==> config.mk <==
export PLATFORM = sky130hd
export DESIGN_NAME = gpio_port
export DESIGN_NICKNAME = d
export VERILOG_FILES = /design/src/rtl/gpio_pkg.sv /design/src/rtl/gpio_sync.sv /design/src/rtl/gpio_modify.sv /design/src/rtl/gpio_port.sv
export SDC_FILE = /design/constraint.sdc
export NUM_CORES = 1
export LEC_CHECK = 0
export ABC_AREA = 0
export ABC_CLOCK_PERIOD_IN_PS = 2000
export BUFFER_PORTS_ARGS = -buffer_cell sky130_fd_sc_hd__buf_2
export CORE_AREA = 2 2 86 129
export CTS_CLUSTER_SIZE = 40
export DETAILED_ROUTE_END_ITERATION = 8
export DIE_AREA = 0 0 88 131
export GPL_ROUTABILITY_DRIVEN = 0
export HOLD_SLACK_MARGIN = 0.02
export MAX_ROUTING_LAYER = met4
export PLACE_DENSITY = 0.49
export SKIP_CTS_REPAIR_TIMING = 1
export SYNTH_ARGS = -nofsm -noshare
export SYNTH_HDL_FRONTEND = slang
export SYNTH_SLANG_ARGS = --single-unit
==> constraint.sdc <==
create_clock -name clk -period 2 [get_ports clk]
set_input_delay 0 -clock clk [delete_from_list [all_inputs] [get_ports clk]]
set_output_delay 0 -clock clk [all_outputs]
set_load 0.1 [all_outputs]
==> src/rtl/gpio_pkg.sv <==
package gpio_pkg;

    localparam int unsigned PORT_W = 8;
    localparam int unsigned IDX_W  = $clog2(PORT_W);

    typedef enum logic [1:0] {
        OP_BYTE = 2'b00,
        OP_SET  = 2'b01,
        OP_CLR  = 2'b10,
        OP_INV  = 2'b11
    } gpio_op_e;

    typedef struct packed {
        logic [PORT_W-1:0] latch;
        logic [PORT_W-1:0] dir;
        logic [PORT_W-1:0] rdata;
    } gpio_regs_t;

endpackage

==> src/rtl/gpio_sync.sv <==
module gpio_sync #(
    parameter int unsigned WIDTH  = 8,
    parameter int unsigned STAGES = 2
) (
    input  logic             clk,
    input  logic             rst_n,
    input  logic [WIDTH-1:0] async_in,
    output logic [WIDTH-1:0] sync_out
);
    logic [WIDTH-1:0] stage_q [STAGES];

    for (genvar s = 0; s < STAGES; s++) begin : g_stage
        logic [WIDTH-1:0] stage_d;
        if (s == 0) begin : g_first
            assign stage_d = async_in;
        end else begin : g_next
            assign stage_d = stage_q[s-1];
        end
        always_ff @(posedge clk or negedge rst_n) begin
            if (!rst_n) stage_q[s] <= '0;
            else        stage_q[s] <= stage_d;
        end
    end

    assign sync_out = stage_q[STAGES-1];
endmodule

==> src/rtl/gpio_modify.sv <==
module gpio_modify
    import gpio_pkg::*;
#(
    parameter int unsigned WIDTH = 8,
    localparam int unsigned IW   = $clog2(WIDTH)
) (
    input  logic [WIDTH-1:0] base,
    input  gpio_op_e         op,
    input  logic [IW-1:0]    bit_idx,
    input  logic [WIDTH-1:0] wdata,
    output logic [WIDTH-1:0] result
);
    logic [WIDTH-1:0] mask;

    always_comb begin
        mask = '0;
        mask[bit_idx] = 1'b1;
        unique case (op)
            OP_BYTE: result = wdata;
            OP_SET:  result = base | mask;
            OP_CLR:  result = base & ~mask;
            OP_INV:  result = base ^ mask;
            default: result = base;
        endcase
    end
endmodule

==> src/rtl/gpio_port.sv <==
module gpio_port
    import gpio_pkg::*;
#(
    parameter int unsigned SYNC_STAGES = 2
) (
    input  logic              clk,
    input  logic              rst_n,
    input  logic              bus_we,
    input  logic              bus_re,
    input  logic              bus_sel,
    input  logic [1:0]        bus_op,
    input  logic [IDX_W-1:0]  bus_bit,
    input  logic [PORT_W-1:0] bus_wdata,
    output logic [PORT_W-1:0] bus_rdata,
    input  logic [PORT_W-1:0] pad_in,
    output logic [PORT_W-1:0] pad_oe,
    output logic [PORT_W-1:0] pad_out
);
    gpio_regs_t        regs_d, regs_q;
    logic [PORT_W-1:0] pin_sync;
    logic [PORT_W-1:0] port_view;
    logic [PORT_W-1:0] latch_new, dir_new;
    gpio_op_e          op_e;

    assign op_e = gpio_op_e'(bus_op);

    gpio_sync #(.WIDTH(PORT_W), .STAGES(SYNC_STAGES)) u_sync (
        .clk      (clk),
        .rst_n    (rst_n),
        .async_in (pad_in),
        .sync_out (pin_sync)
    );

    // Per-bit read view: pins for inputs, latch for outputs
    assign port_view = (regs_q.dir & pin_sync) | (~regs_q.dir & regs_q.latch);

    gpio_modify #(.WIDTH(PORT_W)) u_mod_latch (
        .base    (port_view),
        .op      (op_e),
        .bit_idx (bus_bit),
        .wdata   (bus_wdata),
        .result  (latch_new)
    );

    gpio_modify #(.WIDTH(PORT_W)) u_mod_dir (
        .base    (regs_q.dir),
        .op      (op_e),
        .bit_idx (bus_bit),
        .wdata   (bus_wdata),
        .result  (dir_new)
    );

    always_comb begin
        regs_d = regs_q;
        if (bus_we && !bus_sel) regs_d.latch = latch_new;
        if (bus_we &&  bus_sel) regs_d.dir   = dir_new;
        if (bus_re)             regs_d.rdata = bus_sel ? regs_q.dir : port_view;
    end

    always_ff @(posedge clk or negedge rst_n) begin
        if (!rst_n) begin
            regs_q.latch <= '0;
            regs_q.dir   <= '1;
            regs_q.rdata <= '0;
        end else begin
            regs_q <= regs_d;
        end
    end

    assign pad_oe    = ~regs_q.dir;
    assign pad_out   = regs_q.latch;
    assign bus_rdata = regs_q.rdata;

    // Assertions
    assert_byte_write_R2: assert property (@(posedge clk) disable iff (!rst_n)
        (bus_we && !bus_sel && bus_op == 2'b00) |=> pad_out == $past(bus_wdata));

    assert_dir_write_R3: assert property (@(posedge clk) disable iff (!rst_n)
        (bus_we && bus_sel && bus_op == 2'b00) |=> pad_oe == ~$past(bus_wdata));

    assert_dir_hold_R3: assert property (@(posedge clk) disable iff (!rst_n)
        !(bus_we && bus_sel) |=> $stable(pad_oe));

    assert_latch_hold_R4: assert property (@(posedge clk) disable iff (!rst_n)
        !(bus_we && !bus_sel) |=> $stable(pad_out));

    assert_dir_read_R6: assert property (@(posedge clk) disable iff (!rst_n)
        (bus_re && bus_sel) |=> bus_rdata == ~$past(pad_oe));

    assert_rdata_hold_R6: assert property (@(posedge clk) disable iff (!rst_n)
        !bus_re |=> $stable(bus_rdata));

    assert_out_bits_kept_R7: assert property (@(posedge clk) disable iff (!rst_n)
        (bus_we && !bus_sel && bus_op != 2'b00)
        |=> ((pad_out ^ $past(pad_out)) & $past(pad_oe) & ~(8'd1 << $past(bus_bit))) == '0);
endmodule

# [After elaboration in Yosys (flattened, before gate mapping)]
# Cells that the tools add are included.
[word_totals] output_inout_bits=24 ff_bits=40 in_bits=26 word_cells=31
[op_classes] muxes=5 bitwise_logic=11 reduce_logical=5 n_lt_le_gt_ge=2 n_eq_ne=3
[op_table] cell="case mux 8 bit (4 select lines)" count=2
[op_table] cell="bitwise AND 8 bit" count=4
[op_table] cell="bitwise OR 8 bit" count=3
[op_table] cell="NOT 8 bit" count=2
[op_table] cell="bitwise XOR 8 bit" count=2
[op_table] cell="two-way mux 8 bit" count=1
[op_table] cell="== test 2 bit, second input constant" count=2
[op_table] cell="less-than comparator 3 x 4 -> 1 bit, second input constant" count=1
[op_table] cell="demux 1 bit (select 3 bit)" count=1
[op_table] cell="greater-or-equal comparator 3 x 1 -> 1 bit, second input constant" count=1
[op_table] cell="logical AND 1 bit" count=3
[op_table] cell="== test 2 x 1 -> 1 bit, second input constant" count=1
[op_table] cell="logical NOT 2 bit" count=1
[op_table] cell="logical NOT 1 bit" count=1
[op_table] cell="two-way mux 1 bit" count=1

# [Logic depth before layout (Yosys ltp)]
[logic_depth] ltp_word=7 depth_mapped=6 mapped_depth_nobuf=6

# [By module]
# Synthesis repeated with hierarchy kept, for this count alone.
[unflattened] hier_cells=229 hier_area_um2=2786.4
[by_module_without_submodules] mod="gpio_port" cells_each=111 instances=1 seq_area_each_um2=610.6 area_each_um2=1342.5
[by_module_without_submodules] mod="gpio_modify" cells_each=51 instances=2 seq_area_each_um2=0.0 area_each_um2=521.8
[by_module_without_submodules] mod="gpio_sync" cells_each=16 instances=1 seq_area_each_um2=400.4 area_each_um2=400.4

# [Worst setup path before layout]
# No wires, ideal clock.
[synth_path] path_type="flip-flop to flip-flop" from="register regs_q[12]" to="register regs_q[12]" stages_incl_launch_ff=5 synth_period_minus_slack_ps=1804 arrival_time_ps=1718 required_time_ps=1913 n_path_buf=0 setup_ps=87 path_slack_ps=196 cell_sequence="dfstp_2 -> inv_1 -> ha_1 -> mux2_1 -> o221ai_1"
[synth_between] elab_chain_cells=2 elab_cells_between_ends=4 cone_classes="mux (1); bitwise (3)"
[synth_lines] element="start, declared" line="gpio_port.sv:19" rtl="gpio_regs_t regs_d, regs_q;"
[synth_lines] element="start signal, assigned" line="gpio_port.sv:66" rtl="regs_q <= regs_d;"
[synth_lines] element="bitwise XOR 8 bit, or another cell as far along" line="gpio_modify.sv:22" rtl="OP_INV: result = base ^ mask;"
[synth_lines] element="case mux 8 bit (4 select lines) (*)" line="gpio_modify.sv:18" rtl="unique case (op)"
# Mark *: on every way between the ends. The rest lies on a longest branch, timed or not.
# A chain may end at the register's enable or synchronous reset.

# [Worst setup path in the final report]
[layout_path] from="register regs_q[8]" to="register regs_q[16] (netlist: pad_out[0])"
[layout_between] elab_chain_cells=5 elab_cells_between_ends=8 cone_classes="mux (1); bitwise (7)"
[layout_lines] element="NOT 8 bit" line="gpio_port.sv:35" rtl="assign port_view = (regs_q.dir & pin_sync) | (~regs_q.dir & regs_q.latch);"
[layout_lines] element="bitwise AND 8 bit" line="gpio_port.sv:35"
[layout_lines] element="bitwise OR 8 bit (*)" line="gpio_port.sv:35"
[layout_lines] element="bitwise XOR 8 bit, or another cell as far along" line="gpio_modify.sv:22"
[layout_lines] element="case mux 8 bit (4 select lines) (*)" line="gpio_modify.sv:18"
# Marked as above.

==> flow_metrics.py <==
metrics = {
    "logic_synthesis": {
        "yosys_warnings": 0,
        "ys_ff_latch": 40,
        "synth_nets": 302,
        "netlist_instances": 244,
        "synth.avg_cell_area_um2": 10.4,
        "synthesis.area_um2": 2530,
        "synth_cell_types": 25,
        "ys_seq_area_share_pct": 39.9,
    },
    "grt": {
        "grt_pass1_vias": 1897,
        "grt_pass1_wl_mm": 9.82,
        "grt_max_degree": 39,
        "antenna_found_initial": 0,
        "grt_overflow_total": 0,
        "grt_use_total_pct": 11.7,
    },
    "route": {
        "vias_per_cell": 4.21,
        "drtPass1Iterations": 4,
        "dr_total_vias": 1830,
        "ant_nets": 0,
        "drc": 0,
        "routed_wl_mm": 6.09,
        "wire_per_inst_um": 14.0,
        "drt_iter0_drc": 60,
    },
    "pwr": {
        "power_density_nw_per_um2": 1160,
        "p_total_mw": 3.57,
        "leakage_nw": 1.47,
        "ir_worst_vdd_mv": 0.440,
    },
    "clock_network": {
        "numCtsBuffers": 5,
        "cts_buffer_depth": 2,
        "cts_tree": "done",
        "cts_max_level": 2,
        "clkTransAtPathRegs_ns": 0.06,
        "cts.sinks": 40,
        "root_buffer": "clkbuf_16",
        "clock_latency_ns": 0.28,
    },
    "timing": {
        "period_needed_ns": 1.89,
        "max-slew-margin-rel_pct": 39.8,
        "drv_slew": 0,
        "fmax_ghz": 0.528,
        "skew_ns": 0.00539,
        "finalCritPeriodShare_pct": 94.7,
        "final-setup-viol-count": 0,
        "setup_tns_ns": 0,
        "hold_viol_final": 0,
        "rsz0062_at_grt": "false",
        "worst_pin_slew_ns": 0.904,
    },
    "worst_setup_path": {
        "arrival_ns": 2.11,
        "critical_path_class": "flip-flop to flip-flop",
        "crit_fanout": 5,
        "critPathRequiredTime_ns": 2.21,
        "crit_path_start_kind": "flip-flop",
        "critPathCaptureType": "flip-flop",
    },
    "layout": {
        "final_nets": 348,
        "n_fill_cell": 1106,
        "drive_gt1_share_pct": 29.6,
        "seqCellArea_um2": 1010,
        "fin_cells": 435,
        "final_util_pct": 29.5,
        "area_growth_pct": 21.6,
        "diodes": 0,
        "multi_input_area_um2": 1200,
    },
    "placement": {
        "port_buffers": 49,
        "placedCellCount": 418,
        "dpl.hpwl_mm": 4.48,
    },
    "flow_run": {
        "maxCapViolations": 0,
    },
    "floorplanning": {
        "die_h_um": 131,
        "dieWidth_um": 88,
        "core_area_um2": 10400,
        "die_area_um2": 11500,
        "rows": 46,
        "ios": 50,
        "start_util_pct": 24.3,
    },
    "worst_hold_path": {
        "holdCritPathClass": "primary input to flip-flop",
    },
    "outcome": {
        "status": "completed",
    },
}
## cell type report
cell class                      count  area share (%)
Timing Repair Buffer               62            11.9
Inverter                           41            5.00
Sequential cell                    40            32.9
Tap cell                          144            5.86
Multi-Input combinational cell    140            39.1
Clock inverter                      2            1.14
Clock buffer                        6            4.19
## cells by family (layout without fill, tap and decap cells)
kind of cell | count (synthesis) | in the layout | share of synthesized area (%)
AO/OA/AOI/OAI | 38 | 38 | 9.64
multiplexers | 27 | 27 | 14.7
adder cells (fa/ha/maj) | 32 | 32 | 15.8
AND/OR/NAND/NOR | 43 | 43 | 7.37
buffers and inverters | 64 | 111 | 12.6
flip-flops | 40 | 40 | 39.9
## worst paths after layout
kind,slack (ns),endpoint,start,cells after the start
setup / recovery,0.11,pad_out[0],regs_q[8],4
hold / removal,0.07,regs_q[9],bus_wdata[1],3
setup reg to reg,0.11,pad_out[0],regs_q[8],4
hold reg to reg,0.34,u_sync.sync_out[0],u_sync.g_stage[1].stage_d[0],0
max in group asynchronous,0.93,regs_q[8],rst_n,3
min in group asynchronous,0.39,bus_rdata[6],rst_n,2
## worst max-delay path: stages, from the launching register on
cell	delay, ns
dfstp_2	0.58
mux2_2	0.37
ha_1	0.29
mux4_2	0.45
o21ai_1	0.13
## metrics by stage
stage                     area [um^2]  hold slack (ns)  worst slack (ns)
after floorplan                  2530           -0.296             0.196
after global placement           2820            0.109             0.147
after detailed placement         2820            0.109             0.119
after CTS                        2990           -0.183             0.106
after global routing             3080            0.113            0.0154
final                            3080           0.0728             0.105
## placed cells by master (no fill, tap or decap), types with 3 or more instances in the layout
master,n
nand3b_1,3
inv_1,41
o21ai_1,7
ha_1,32
nand3_1,3
nand2_1,22
o21ai_0,12
buf_2,49
mux2i_1,9
nor2_1,12
dlygate4sd3_1,9
dfstp_2,8
mux4_2,7
mux2_2,10
buf_4,4
dfrtp_1,32
o221ai_1,8
o22ai_1,8
clkbuf_16,5
## layer usage
metal / track usage, % / vias to the layer above / wire (um)
met2: 20.6 / 41 / 3150
met5: - / - / 0
li1: - / 898 / -
met4: 3.53 / 0 / 83
met3: 2.14 / 7 / 243
met1: 13.3 / 884 / 2610
## cell usage after synthesis, drive strengths merged
| library cell | count | area (um^2) |
|---|---|---|
| nand2b | 1 | 6.26 |
| a211o | 1 | 8.76 |
| nand3b | 3 | 22.5 |
| dfrtp | 32 | 801 |
| clkbuf | 2 | 7.51 |
| nor2 | 12 | 45.0 |
| mux4 | 7 | 158 |
| o22ai | 8 | 50.1 |
| mux2i | 9 | 90.1 |
| dfstp | 8 | 210 |
| mux2 | 11 | 124 |
| or3b | 1 | 8.76 |
| ha | 32 | 400 |
| nand3 | 3 | 15.0 |
| o221ai | 8 | 70.1 |
| or3 | 1 | 6.26 |
| a2111oi | 2 | 20.0 |
| buf | 21 | 156 |
| o21ai | 19 | 95.1 |
| inv | 41 | 154 |
| nand2 | 22 | 82.6 |
## registers in the layout, indices dropped and copies added, names as in the netlist
register,cells
bus_rdata,8
pad_out,8
regs_q,8
u_sync.g_stage.stage_d,8
u_sync.sync_out,8
## report_power, final
part,internal (mW),leakage (nW),switching [mW]
Clock,0.587,0.0808,0.323
Sequential,0.963,0.470,0.103
Combinational,0.398,0.918,1.19
Power figures use the tool's default switching activity.
